--- src/rtl/collatz_pkg.sv ---
package collatz_pkg;

    typedef enum logic [1:0] {
        ST_IDLE = 2'd0,
        ST_RUN  = 2'd1,
        ST_DONE = 2'd2
    } run_state_t;

    typedef struct packed {
        logic odd;
        logic ovf;
        logic hits_one;
    } step_flags_t;

    typedef struct packed {
        logic is_zero;
        logic is_one;
    } seed_class_t;

endpackage

--- src/rtl/collatz_step.sv ---
module collatz_step
    import collatz_pkg::*;
#(
    parameter int W = 48
) (
    input  logic [W-1:0] n_i,
    output logic [W-1:0] nxt_o,
    output step_flags_t  flags_o
);
    localparam int TW = W + 2;

    logic [TW-1:0] triple;
    logic [W-1:0]  half;

    always_comb begin
        // 3n+1 formed as 2n + n + 1 with two guard bits
        triple = {2'b00, n_i} + {1'b0, n_i, 1'b0} + TW'(1);
        half   = n_i >> 1;
        flags_o.odd      = n_i[0];
        flags_o.ovf      = n_i[0] && (|triple[TW-1:W]);
        nxt_o            = n_i[0] ? triple[W-1:0] : half;
        flags_o.hits_one = (nxt_o == W'(1));
    end

endmodule

--- src/rtl/collatz_counter.sv ---
module collatz_counter #(
    parameter int W = 16
) (
    input  logic         clk,
    input  logic         rst,
    input  logic         clr,
    input  logic         inc,
    output logic [W-1:0] cnt_o,
    output logic         at_max_o
);
    localparam logic [W-1:0] CMAX = {W{1'b1}};

    logic [W-1:0] cnt_q;

    assign at_max_o = (cnt_q == CMAX);
    assign cnt_o    = cnt_q;

    always_ff @(posedge clk) begin
        if (rst || clr)
            cnt_q <= '0;
        else if (inc && !at_max_o)
            cnt_q <= cnt_q + W'(1);
    end

    // never wraps while incrementing
    a_r9_no_wrap: assert property (@(posedge clk) disable iff (rst)
        (inc && !clr) |=> (cnt_q >= $past(cnt_q)));

endmodule

--- src/rtl/collatz_core.sv ---
module collatz_core
    import collatz_pkg::*;
#(
    parameter int IN_W   = 32,
    parameter int WORK_W = 48,
    parameter int CNT_W  = 16
) (
    input  logic              clk,
    input  logic              rst,
    input  logic              start_i,
    input  logic [IN_W-1:0]   value_i,
    output logic              busy_o,
    output logic              done_o,
    output logic [CNT_W-1:0]  count_o,
    output logic              err_zero_o,
    output logic              err_ovf_o
);
    localparam logic [CNT_W-1:0] CNT_MAX = {CNT_W{1'b1}};

    run_state_t        state_q;
    logic [WORK_W-1:0] n_q;
    logic [WORK_W-1:0] n_nxt;
    step_flags_t       flags;
    seed_class_t       seed;
    logic              err_zero_q, err_ovf_q;
    logic              accept, step_en, cnt_at_max;

    collatz_step #(.W(WORK_W)) u_step (
        .n_i    (n_q),
        .nxt_o  (n_nxt),
        .flags_o(flags)
    );

    always_comb begin
        seed.is_zero = (value_i == '0);
        seed.is_one  = (value_i == IN_W'(1));
        accept  = start_i && (state_q != ST_RUN);
        step_en = (state_q == ST_RUN) && !flags.ovf;
    end

    collatz_counter #(.W(CNT_W)) u_cnt (
        .clk     (clk),
        .rst     (rst),
        .clr     (accept),
        .inc     (step_en),
        .cnt_o   (count_o),
        .at_max_o(cnt_at_max)
    );

    always_ff @(posedge clk) begin
        if (rst) begin
            state_q    <= ST_IDLE;
            n_q        <= '0;
            err_zero_q <= 1'b0;
            err_ovf_q  <= 1'b0;
        end else begin
            unique case (state_q)
                ST_IDLE, ST_DONE: begin
                    if (accept) begin
                        n_q        <= WORK_W'(value_i);
                        err_zero_q <= seed.is_zero;
                        err_ovf_q  <= 1'b0;
                        state_q    <= (seed.is_zero || seed.is_one) ? ST_DONE : ST_RUN;
                    end
                end
                ST_RUN: begin
                    if (flags.ovf) begin
                        err_ovf_q <= 1'b1;
                        state_q   <= ST_DONE;
                    end else begin
                        n_q <= n_nxt;
                        if (flags.hits_one)
                            state_q <= ST_DONE;
                    end
                end
                default: state_q <= ST_IDLE;
            endcase
        end
    end

    assign busy_o     = (state_q == ST_RUN);
    assign done_o     = (state_q == ST_DONE);
    assign err_zero_o = err_zero_q;
    assign err_ovf_o  = err_ovf_q;

    // busy and done exclusive
    a_r4_excl: assert property (@(posedge clk) disable iff (rst)
        !(busy_o && done_o));
    // a seed of 1 finishes with zero steps
    a_r4_seed_one: assert property (@(posedge clk) disable iff (rst)
        (!busy_o && start_i && value_i == IN_W'(1)) |=>
        (done_o && count_o == '0 && !err_zero_o && !err_ovf_o));
    // zero seed rejected at once
    a_r5_zero: assert property (@(posedge clk) disable iff (rst)
        (!busy_o && start_i && value_i == '0) |=>
        (done_o && err_zero_o && !busy_o && count_o == '0));
    // overflow flag only with done
    a_r6_ovf_done: assert property (@(posedge clk) disable iff (rst)
        err_ovf_o |-> done_o);
    // results hold while done and idle input
    a_r8_hold: assert property (@(posedge clk) disable iff (rst)
        (done_o && !start_i) |=>
        (done_o && $stable(count_o) && $stable(err_zero_o) && $stable(err_ovf_o)));
    // saturated count stays put
    a_r9_sat: assert property (@(posedge clk) disable iff (rst)
        (busy_o && cnt_at_max) |=> (count_o == CNT_MAX));
    // one step per running cycle
    a_r10_one_step: assert property (@(posedge clk) disable iff (rst)
        (busy_o && count_o != CNT_MAX) |=>
        (err_ovf_o || count_o == $past(count_o) + CNT_W'(1)));
    // a run ends only in done
    a_r7_run_ends_done: assert property (@(posedge clk) disable iff (rst)
        busy_o |=> (busy_o || done_o));

endmodule

--- config.mk ---
export PLATFORM = sky130hd
export DESIGN_NAME = collatz_core
export DESIGN_NICKNAME = d
export VERILOG_FILES = /design/src/rtl/collatz_pkg.sv /design/src/rtl/collatz_step.sv /design/src/rtl/collatz_counter.sv /design/src/rtl/collatz_core.sv
export SDC_FILE = /design/constraint.sdc
export NUM_CORES = 1
export LEC_CHECK = 0
export ABC_AREA = 0
export BUFFER_PORTS_ARGS = -buffer_cell sky130_fd_sc_hd__buf_4
export CORE_MARGIN = 10
export CORE_UTILIZATION = 60
export DETAILED_ROUTE_END_ITERATION = 10
export PLACE_DENSITY = 0.79
export SLEW_MARGIN = 40
export SYNTH_ARGS = -nofsm -noshare
export SYNTH_HDL_FRONTEND = slang
export SYNTH_SLANG_ARGS = --single-unit
export TNS_END_PERCENT = 30
--- constraint.sdc ---
create_clock -name clk -period 5.13 [get_ports clk]
set_clock_uncertainty 0.2 [all_clocks]
set_input_delay 1.2825 -clock clk [delete_from_list [all_inputs] [get_ports clk]]
set_output_delay 1.2825 -clock clk [all_outputs]
set_load 0.005 [all_outputs]
# Yosys cells after proc, flatten, opt, wreduce, memory -nomap -nowiden
# Cells that the tools add are included.
dict set report word_totals {
  register_bits 68
}
dict set report classes {
  reduce_logical 17
  n_mux 12
  eq_ne 10
  addsub 3
}
# cell n
set op_table {}
lappend op_table {{$mux W48} 3}
lappend op_table {{$pmux W48 S2} 1}
lappend op_table {{$add A48 B49 Y50} 1}
lappend op_table {{$add A50 B1 Y50 const B} 1}
lappend op_table {{$eq A48 B1 Y1 const B} 1}
lappend op_table {{$eq A32 B1 Y1 const B} 1}
lappend op_table {{$logic_not A32 Y1} 1}
lappend op_table {{$add A16 B1 Y16 const B} 1}
lappend op_table {{$eq A16 B16 Y1 const B} 1}
lappend op_table {{$mux W2} 4}
lappend op_table {{$ne A2 B1 Y1 const B} 3}
lappend op_table {{$reduce_and A3 Y1} 2}
lappend op_table {{$logic_and A1 B1 Y1} 4}
lappend op_table {{$pmux W2 S2} 1}
lappend op_table {{$reduce_and A2 Y1} 2}
lappend op_table {{$reduce_or A2 Y1} 2}
lappend op_table {{$ne A3 B1 Y1 const B} 1}
lappend op_table {{$eq A2 B1 Y1 const B} 1}
lappend op_table {{$eq A2 B2 Y1 const B} 1}
lappend op_table {{$logic_not A1 Y1} 2}
lappend op_table {{$logic_not A2 Y1} 1}
lappend op_table {{$logic_or A1 B1 Y1} 2}
lappend op_table {{$mux W1} 2}
lappend op_table {{$ne A2 B2 Y1 const B} 1}
lappend op_table {{other kinds (2)} 2}

# Longest topological paths before layout
# Gate-level depths: netlist of run 1.
dict set report logic_depth {
  word_depth 7
  ltp_mapped 15
  depth_no_buf 13
}

# By module
# Synthesis of run 1 repeated with hierarchy kept, for this count alone.
dict set report unflattened {
  cells_unflattened 959
  hier_area_um2 7099.3
}
# mod cells_each instances seq_area_each_um2 area_each_um2
set by_module_without_submodules {}
lappend by_module_without_submodules {collatz_step 576 1 0.0 3958.8}
lappend by_module_without_submodules {collatz_core 286 1 1041.0 2304.7}
lappend by_module_without_submodules {collatz_counter 97 1 320.3 835.8}

# Least setup slack after synthesis of run 1
# OpenSTA, ideal clock, no wires.
dict set report synth_timing {
  path_kind {register -> register}
  start {reg n_q[0]}
  end {reg state_q[0]}
  arrival_time_ns 3.586
  slack_ns 1.218
  stages_incl_launch_ff 16
  setup_ns 0.127
  synth_period_minus_slack_ns 3.912
  path_cell_list {dfxtp_1 -> clkinv_1 -> clkbuf_1 -> clkbuf_1 -> fa_1 -> nand2b_1 -> a211oi_1 -> o21ai_0 -> a31oi_1 -> a21oi_1 -> xnor2_1 -> o41ai_1 -> o2111ai_1 -> nor4_1 -> and4b_1 -> a31oi_1}
}
dict set report synth_via {
  elab_chain_cells 6
}
# element line
set synth_rtl {}
lappend synth_rtl {{from (decl)} collatz_core.sv:21} ;# logic [WORK_W-1:0] n_q;
lappend synth_rtl {{from (signal assigned)} collatz_core.sv:60} ;# n_q <= WORK_W'(value_i);
lappend synth_rtl {{from (signal assigned)} collatz_core.sv:71} ;# n_q <= n_nxt;
lappend synth_rtl {{$add A48 B49 Y50} collatz_step.sv:17} ;# triple = {2'b00, n_i} + {1'b0, n_i, 1'b0} + TW'(1);
lappend synth_rtl {{$add A50 B1 Y50} collatz_step.sv:17}
lappend synth_rtl {{$mux W48 / $reduce_or A2 Y1 (equally long branches)} {collatz_step.sv:21, collatz_step.sv:20}}
lappend synth_rtl {{$eq A48 B1 Y1 / $logic_and A1 B1 Y1 (equally long branches)} {collatz_step.sv:22, collatz_step.sv:20}}
lappend synth_rtl {{$ne A3 B1 Y1 (no line) / $mux W2 (equally long branches)} n/a}
lappend synth_rtl {{$reduce_and A2 Y1 (no line) / $pmux W2 S2 (equally long branches)} n/a}
lappend synth_rtl {{to (signal assigned)} collatz_core.sv:63} ;# state_q <= (seed.is_zero || seed.is_one) ? ST_DONE : ST_RUN;
lappend synth_rtl {{to (decl)} collatz_core.sv:20} ;# run_state_t state_q;
# Several ways; a longest one is shown, not always the timed one.
# A chain may end at the register's enable or synchronous reset.

# Worst setup path after layout of run 1
dict set report layout_timing {
  start {reg n_q[0]}
  end {reg n_q[2]}
}
dict set report layout_via {
  elab_chain_cells 6
}
# element line
set layout_rtl {}
lappend layout_rtl {{$add A48 B49 Y50} collatz_step.sv:17}
lappend layout_rtl {{$add A50 B1 Y50} collatz_step.sv:17}
lappend layout_rtl {{$reduce_or A2 Y1} collatz_step.sv:20} ;# flags_o.ovf = n_i[0] && (|triple[TW-1:W]);
lappend layout_rtl {{$logic_and A1 B1 Y1} collatz_step.sv:20}
lappend layout_rtl {{$ne A2 B2 Y1 (no line)} n/a}
lappend layout_rtl {{$reduce_and A3 Y1 (no line)} n/a}
# Several ways; a longest one is shown, not always the timed one. The select of a mux whose other input is x is not followed.

==> metrics.md, run 1 <==
| Metric | Value |
|---|---|
| Most used DFF post-synth | dfxtp_1 |
| Minimum clock period | 4490 ps |
| Worst-path cell chain | buf_4 -> ha_1 -> o211ai_1 -> a211oi_1 -> o2111ai_1 -> a2111oi_2 -> o21ai_1 -> o21ai_1 -> nor3_2 -> nor4_4 -> buf_4 -> a211oi_1 -> a211oi_1 |
| RR Endpoint | n_q[2]$_SDFFE_PP0P_ |
| R2r worst-path depth | 13 |
| Total gr overflow | 0 |
| DRT Pass-1 Iters | 5 |
| IO Count | 55 |
| Row cnt | 40 |
| Most common cell in the netlist | nor2_1 |
| Gate power share | 44.4% |
| Remaining antenna violation count after routing | 0 |
| Clock Tree Root | clkbuf_16 |
| Routed length per placed instance | 19.9 um |
| Flop-to-flop setup slack | 640 ps |
| Worst EP arrival | 4540 ps |
| Relative slew slack | 44.2% |
| Setup violators final | 0 |
| Cell leakage power | 3.13 nW |
| #FFs+latches synth | 68 |
| Post-cts sizing count | 0 |
| Pint | 1.45 mW |
| DRC | 0 |
| # Post-CTS Setup Buffers | 0 |
| Mapped cell area | 7230 um^2 |
| Post-DP HPWL | 17.3 mm |
| Tightest Pin Transition | 837 ps |
| Peak supply drop | 0.143 mV |
| Post-synth EDFFs | 0 |
| Setup TNS Final | 0 ps |
| Distinct cell type count of the synthesized netlist | 82 |
| Crit-path slowest cell | buf_4 |
| Hold Path Sink | n_q[8]$_SDFFE_PP0P_ |
| HP Start | n_q[8]$_SDFFE_PP0P_ |
| Crit-path max FO | 52 |
| Area leader, netlist | dfxtp_1 |
| Final #Nets | 1107 |
| Yosys warnings | 0 |
| Share of cells above drive strength 1 | 11.6% |
| Area Overhead vs Synth | 9.98% |
| Overall power | 2.53 mW |
| Sequential-to-total area share from yosys stat | 18.8% |
| Switching portion of total power | 42.6% |
| Initial Utilization | 60.7% |
| First-pass GRT wire length | 37.5 mm |
| Global routing usage summed across all routing layers | 27.4% |
| Commonest cells in the netlist | 133 x nor2_1, 108 x a21oi_1, 99 x nand2_1, 68 x dfxtp_1, 52 x ha_1 |
| CTS sink cnt | 68 |
| Routed wire length | 23.3 mm |
| Yosys top cell area share | 18.8% |
| Syn_nets | 1095 |
| Crit path top cell by count | a211oi_1 |
| CTS tree | done |
| Final GP Congestion | 1.01 |
| Detailed Route Iter0 Violations | 956 |
| Clock Latency Late Sink | 360 ps |
| Clock tree buffer depth | 2 |
| NetSw | 1.08 mW |
| Power per cell area | 319 nW/um^2 |
| Max-cap violations | 0 |
| R2r startpoint | n_q[0]$_SDFFE_PP0P_ |
| Period utilization | 87.5% |
| Clock transition at path regs | 60 ps |
| Finished Cell Area | 7950 um^2 |
| FMAX | 223 MHz |
| Vias | 7783 |
| Fin. Hold Viols | 0 |
| Asr flop ratio synth | 0% |
| Largest net degree at the start of global routing | 55 |
| Clock power share | 29.8% |
| Reg power frac | 25.8% |
| Port-buffer cells | 54 |
| Post-route setup slack | 642 ps |
| Cells after Synth | 1007 |
| CP Launch Type | register |
| Setup WS pre-CTS | 748 ps |
| Hold path depth | 2 |
| Die ar. | 16800 um^2 |
| Hold/Removal Path Class | register to register |
| Initial antenna violation count | 0 |
| Ant. Diodes | 0 |
| Final slew viol count | 0 |
| Num CTS Buffers | 9 |
| Critical setup path kind | register to register |
| Critical Path RT | 5180 ps |
| Unrepaired setup endpoints after global routing | false |
| Status | complete, no violations |
| Placement-stage cell area | 7610 um^2 |
| Syn avg cell area | 7.18 um^2 |
| Top cells by area, synth | dfxtp_1 19%, ha_1 9.0%, a21oi_1 7.5%, nor2_1 6.9%, nand2_1 5.1% |
| Core area | 11900 um^2 |
| Post-cts hold buffer count | 0 |
| Vias per inst | 6.65 |
| Vias in the first global route | 7304 |
| H-Tree Depth | 3 |
| Die width | 130 um |
| Worst stage delay on the critical path | 510 ps |
| CP endpoint kind | register |
| FILL cells | 1072 |
| Die H | 130 um |
per-stage QoR:
stage | hold WS [ps] | utilization [%] | cells
final | 300 | 66.8 | 1171
after floorplan | 261 | - | 1007
after detailed placement | 281 | 63.9 | 1155
after CTS | 301 | 66.8 | 1171
after global routing | 319 | 66.8 | 1171
after global placement | 282 | 63.9 | 1155
cells in the final DEF (no fill, tap or decap), drive strengths merged, types with 5 or more instances in the layout:
cell type / netlist / final
nor2: 133 / 133
a21oi: 111 / 111
nand2: 100 / 100
dfxtp: 68 / 68
buf: 24 / 64
ha: 52 / 52
o21ai: 44 / 44
nor3: 39 / 39
a211oi: 33 / 33
xnor2: 31 / 31
inv: 24 / 26
nand4: 23 / 23
nand3: 23 / 23
nor4: 23 / 23
a21o: 22 / 22
mux2i: 22 / 22
nor2b: 17 / 17
nand2b: 13 / 13
or3: 13 / 13
xor2: 13 / 13
a31oi: 11 / 11
o211ai: 10 / 10
clkbuf: 39 / 9
o21a: 8 / 8
o31ai: 7 / 7
mux2: 6 / 6
a311oi: 6 / 6
a221oi: 5 / 5
o2111ai: 5 / 5
or4: 5 / 5
a211o: 5 / 5
o221ai: 5 / 5
o211a: 5 / 5
power groups by stage:
stage                     clock [mW]  combinational, mW  sequential (mW)
after floorplan                    0              0.848            0.638
after global placement             0               1.08            0.661
after detailed placement           0               1.09            0.663
after CTS                      0.754               1.10            0.651
after global routing           0.779               1.23            0.661
final                          0.754               1.13            0.654
per-layer routing:
layer  vias up  global-route usage [%]  part of all wire, %  routed length (um)
li1       3762                       -                    -                   -
met2       357                    43.8                   45               10600
met3        70                    5.76                  8.4                1960
met5         -                       0                    0                   0
met4         0                    12.8                  3.8                 896
met1      3594                    34.6                   42                9900
critical path, delay by kind of cell, from the launching register on:
family | cells | cell delay (ps)
and+or+nand+nor | 2 | 420
adders and majority gates | 1 | 270
DFF | 1 | 340
buffers and inverters | 2 | 930
AOI/OAI and AO/OA | 8 | 2190
kinds of logic after synthesis:
logic type	share of synthesized area (%)
and+or+nand+nor	28.4
AOI/OAI and AO/OA	28.8
buffers and inverters	5.42
DFF	18.8
adders and majority gates	9.27
xor gates and xnor gates	5.33
muxes	3.98
sequential cells by signal (all words and copies together) (netlist names):
| register | cells |
|---|---|
| state_q | 2 |
| n_q | 48 |
| err_ovf_o | 1 |
| err_zero_o | 1 |
| u_cnt.cnt_o | 16 |
worst max-delay path by stage:
stage / slack, ps / startpoint / depth (start not counted) / to
floorplan: 1220 / n_q[0]$_SDFFE_PP0P_ / 15 / state_q[0]$_SDFFE_PP0P_
global placement: 860 / n_q[0]$_SDFFE_PP0P_ / 13 / n_q[2]$_SDFFE_PP0P_
detailed placement: 750 / n_q[0]$_SDFFE_PP0P_ / 13 / n_q[2]$_SDFFE_PP0P_
CTS: 690 / n_q[0]$_SDFFE_PP0P_ / 13 / n_q[2]$_SDFFE_PP0P_
global route: 360 / n_q[0]$_SDFFE_PP0P_ / 13 / n_q[2]$_SDFFE_PP0P_
finish: 640 / n_q[0]$_SDFFE_PP0P_ / 13 / n_q[2]$_SDFFE_PP0P_
area by class of cell:
cell class                      instances  area [um^2]  share of cell area [%]
Clock buffer                            9          225                    2.83
Clock inverter                          7          123                    1.54
Inverter                               26         97.6                    1.23
Multi-Input combinational cell        850         5480                    68.9
Sequential cell                        68         1370                    17.2
Tap cell                              147          184                    2.31
Timing Repair Buffer                   64          480                    6.04
Power figures use the tool's default switching activity.
==> inputs of run 2 (changes only) <==
- CAP_MARGIN: default -> 20
- CORE_UTILIZATION: 60 -> 56
- PLACE_DENSITY: 0.79 -> 0.77
- clock period: 5.13 -> 4.1 ns (I/O delays scaled with it)
==> run 2 against run 1 <==
Critical path type unchanged; highest routed layer unchanged; flip-flop and latch count is the same; combinational power rose by 39%; clock-buffer cell count unchanged; largest power group unchanged; die area increased by 6.0%; sequential share of layout area is 0.80 points lower.
==> metrics.md, run 2 (same netlist as run 1, synthesis figures left out) <==
| Metric | Value |
|---|---|
| Vias per inst | 6.53 |
| R2r startpoint | n_q[6]$_SDFFE_PP0P_ |
| Initial Utilization | 57.3% |
| Most common cell after layout, fill and taps aside | nor2_1 |
| Crit-path max FO | 6 |
| Pint | 1.75 mW |
| Detailed Route Iter0 Violations | 1009 |
| Flop-to-flop setup slack | 110 ps |
| Core area | 12600 um^2 |
| DRC | 0 |
| Switching portion of total power | 44.5% |
| Die H | 134 um |
| NetSw | 1.40 mW |
| IO Count | 55 |
| Final slew viol count | 0 |
| CP endpoint kind | register |
| R2r worst-path depth | 13 |
| Final GP Congestion | 1.01 |
| CP Launch Type | register |
| Crit-path slowest cell | or4_1 |
| Max reg flops | 48 |
| Final #Nets | 1149 |
| Hold/Removal Path Class | register to register |
| Final hold slack | 296 ps |
| Global routing usage summed across all routing layers | 25.6% |
| CTS sink cnt | 68 |
| Power per cell area | 377 nW/um^2 |
| Area Overhead vs Synth | 15.5% |
| Setup WS pre-CTS | 26.7 ps |
| Hold path depth | 2 |
| Clock transition at path regs | 60 ps |
| Routed wire length | 23.6 mm |
| Vias in the first global route | 7423 |
| Critical setup path kind | register to register |
| Relative slew slack | 50.8% |
| Minimum clock period | 3990 ps |
| Clock tree buffer depth | 2 |
| Total gr overflow | 0 |
| Hold Path Sink | n_q[43]$_SDFFE_PP0P_ |
| Share of cells above drive strength 1 | 16.4% |
| DRT Pass-1 Iters | 6 |
| Routed length per placed instance | 19.1 um |
| Post-DP HPWL | 18.1 mm |
| Setup violators final | 0 |
| Clock Tree Root | clkbuf_16 |
| H-Tree Depth | 3 |
| Gate power share | 49.9% |
| Buf/Inv on CP | 1 |
| Fin. Hold Viols | 0 |
| FMAX | 251 MHz |
| Vias | 8083 |
| Period utilization | 97.2% |
| Remaining antenna violation count after routing | 0 |
| Status | complete, no violations |
| Critical Path RT | 4120 ps |
| Clock power share | 24.0% |
| Tightest Pin Transition | 729 ps |
| RR Endpoint | state_q[0]$_SDFFE_PP0P_ |
| Worst path top cell family by delay | simple AND/OR/NAND/NOR gates |
| Initial antenna violation count | 0 |
| Die width | 134 um |
| Placement-stage cell area | 7990 um^2 |
| Post-route setup slack | 114 ps |
| Most frequent cells in the layout | 133 x nor2_1, 107 x a21oi_1, 103 x buf_4 |
| Fin util | 66.2% |
| Largest reg by FF count | n_q |
| # Post-CTS Setup Buffers | 0 |
| Worst-path cell chain | ha_1 -> nand2_1 -> or4_1 -> a21o_2 -> a31oi_4 -> o41ai_2 -> buf_4 -> o2111a_1 -> nor3_1 -> o2111ai_1 -> nor4_1 -> and4b_1 -> a31oi_1 |
| Peak supply drop | 0.217 mV |
| Ant. Diodes | 0 |
| Reg power frac | 26.1% |
| Die ar. | 17900 um^2 |
| HP Start | n_q[43]$_SDFFE_PP0P_ |
| Clock Latency Late Sink | 350 ps |
| Port-buffer cells | 54 |
| Worst EP arrival | 4010 ps |
| Num CTS Buffers | 9 |
| First-pass GRT wire length | 38.0 mm |
| CTS tree | done |
| Max-cap violations | 0 |
| Cell leakage power | 3.34 nW |
| Finished Cell Area | 8350 um^2 |
| Worst stage delay on the critical path | 550 ps |
| Row cnt | 41 |
| Largest net degree at the start of global routing | 55 |
run 2: cell count changes in the layout (fill, tap and decap cells not counted), sizes merged:
cell,delta
clkinv,+4
buf,+42
bufinv,-3
inv,-1
run 2: final cells by class:
cell class | count | area, um^2
clock inverters | 7 | 51.3
clock buffers | 9 | 225
well taps | 172 | 215
flip-flops and latches | 68 | 1370
fillers | 1163 | 4270
multi-input cells | 850 | 5560
repair buffers | 106 | 833
inverters | 26 | 97.6
run 2: worst max path at each step:
stage	startpoint	end	slack [ps]	cells after the start
after CTS	n_q[1]$_SDFFE_PP0P_	state_q[0]$_SDFFE_PP0P_	40	13
final	n_q[6]$_SDFFE_PP0P_	state_q[0]$_SDFFE_PP0P_	110	13
after global placement	n_q[10]$_SDFFE_PP0P_	state_q[0]$_SDFFE_PP0P_	30	12
after detailed placement	n_q[6]$_SDFFE_PP0P_	n_q[13]$_SDFFE_PP0P_	30	15
after floorplan	n_q[0]$_SDFFE_PP0P_	state_q[0]$_SDFFE_PP0P_	190	15
after global routing	n_q[6]$_SDFFE_PP0P_	state_q[0]$_SDFFE_PP0P_	-10	13
run 2: layer usage:
layer | vias up | wire (um) | track usage, %
met5 | - | 0 | 0
met4 | 0 | 952 | 12.0
met3 | 83 | 1840 | 3.53
met2 | 408 | 10900 | 41.3
met1 | 3745 | 9980 | 32.9
li1 | 3847 | - | -
run 2: worst register-to-register path: cells and delay by family (launching register included):
kind	cells	cell delay (ps)
simple gates	5	1570
compound gates	6	1180
fa+ha+maj	1	410
flops	1	350
buf+inv	1	170
run 2: metrics by stage:
stage          setup TNS [ps]  std cells  total power, mW
5_1_grt                 -14.2       1238             3.32
6_report                    0       1238             3.15
3_3_place_gp                0       1222             2.32
2_1_floorplan               0       1007             1.86
3_5_place_dp                0       1222             2.34
4_1_cts                     0       1238             3.09
run 2: power groups by stage:
stage	Clock (mW)	Sequential [mW]	Combinational [mW]
after floorplan	0	0.798	1.06
after global placement	0	0.830	1.49
after detailed placement	0	0.831	1.51
after CTS	0.759	0.817	1.52
after global routing	0.784	0.831	1.71
final	0.755	0.821	1.57
run 2: timing repair:
action | CTS | global route
endpoints found under the setup margin | 5 | 64
pin swaps | 0 | 1
hold buffers | 0 | 0
endpoints found under the hold margin | 0 | 0
gates resized for setup | 2 | 16
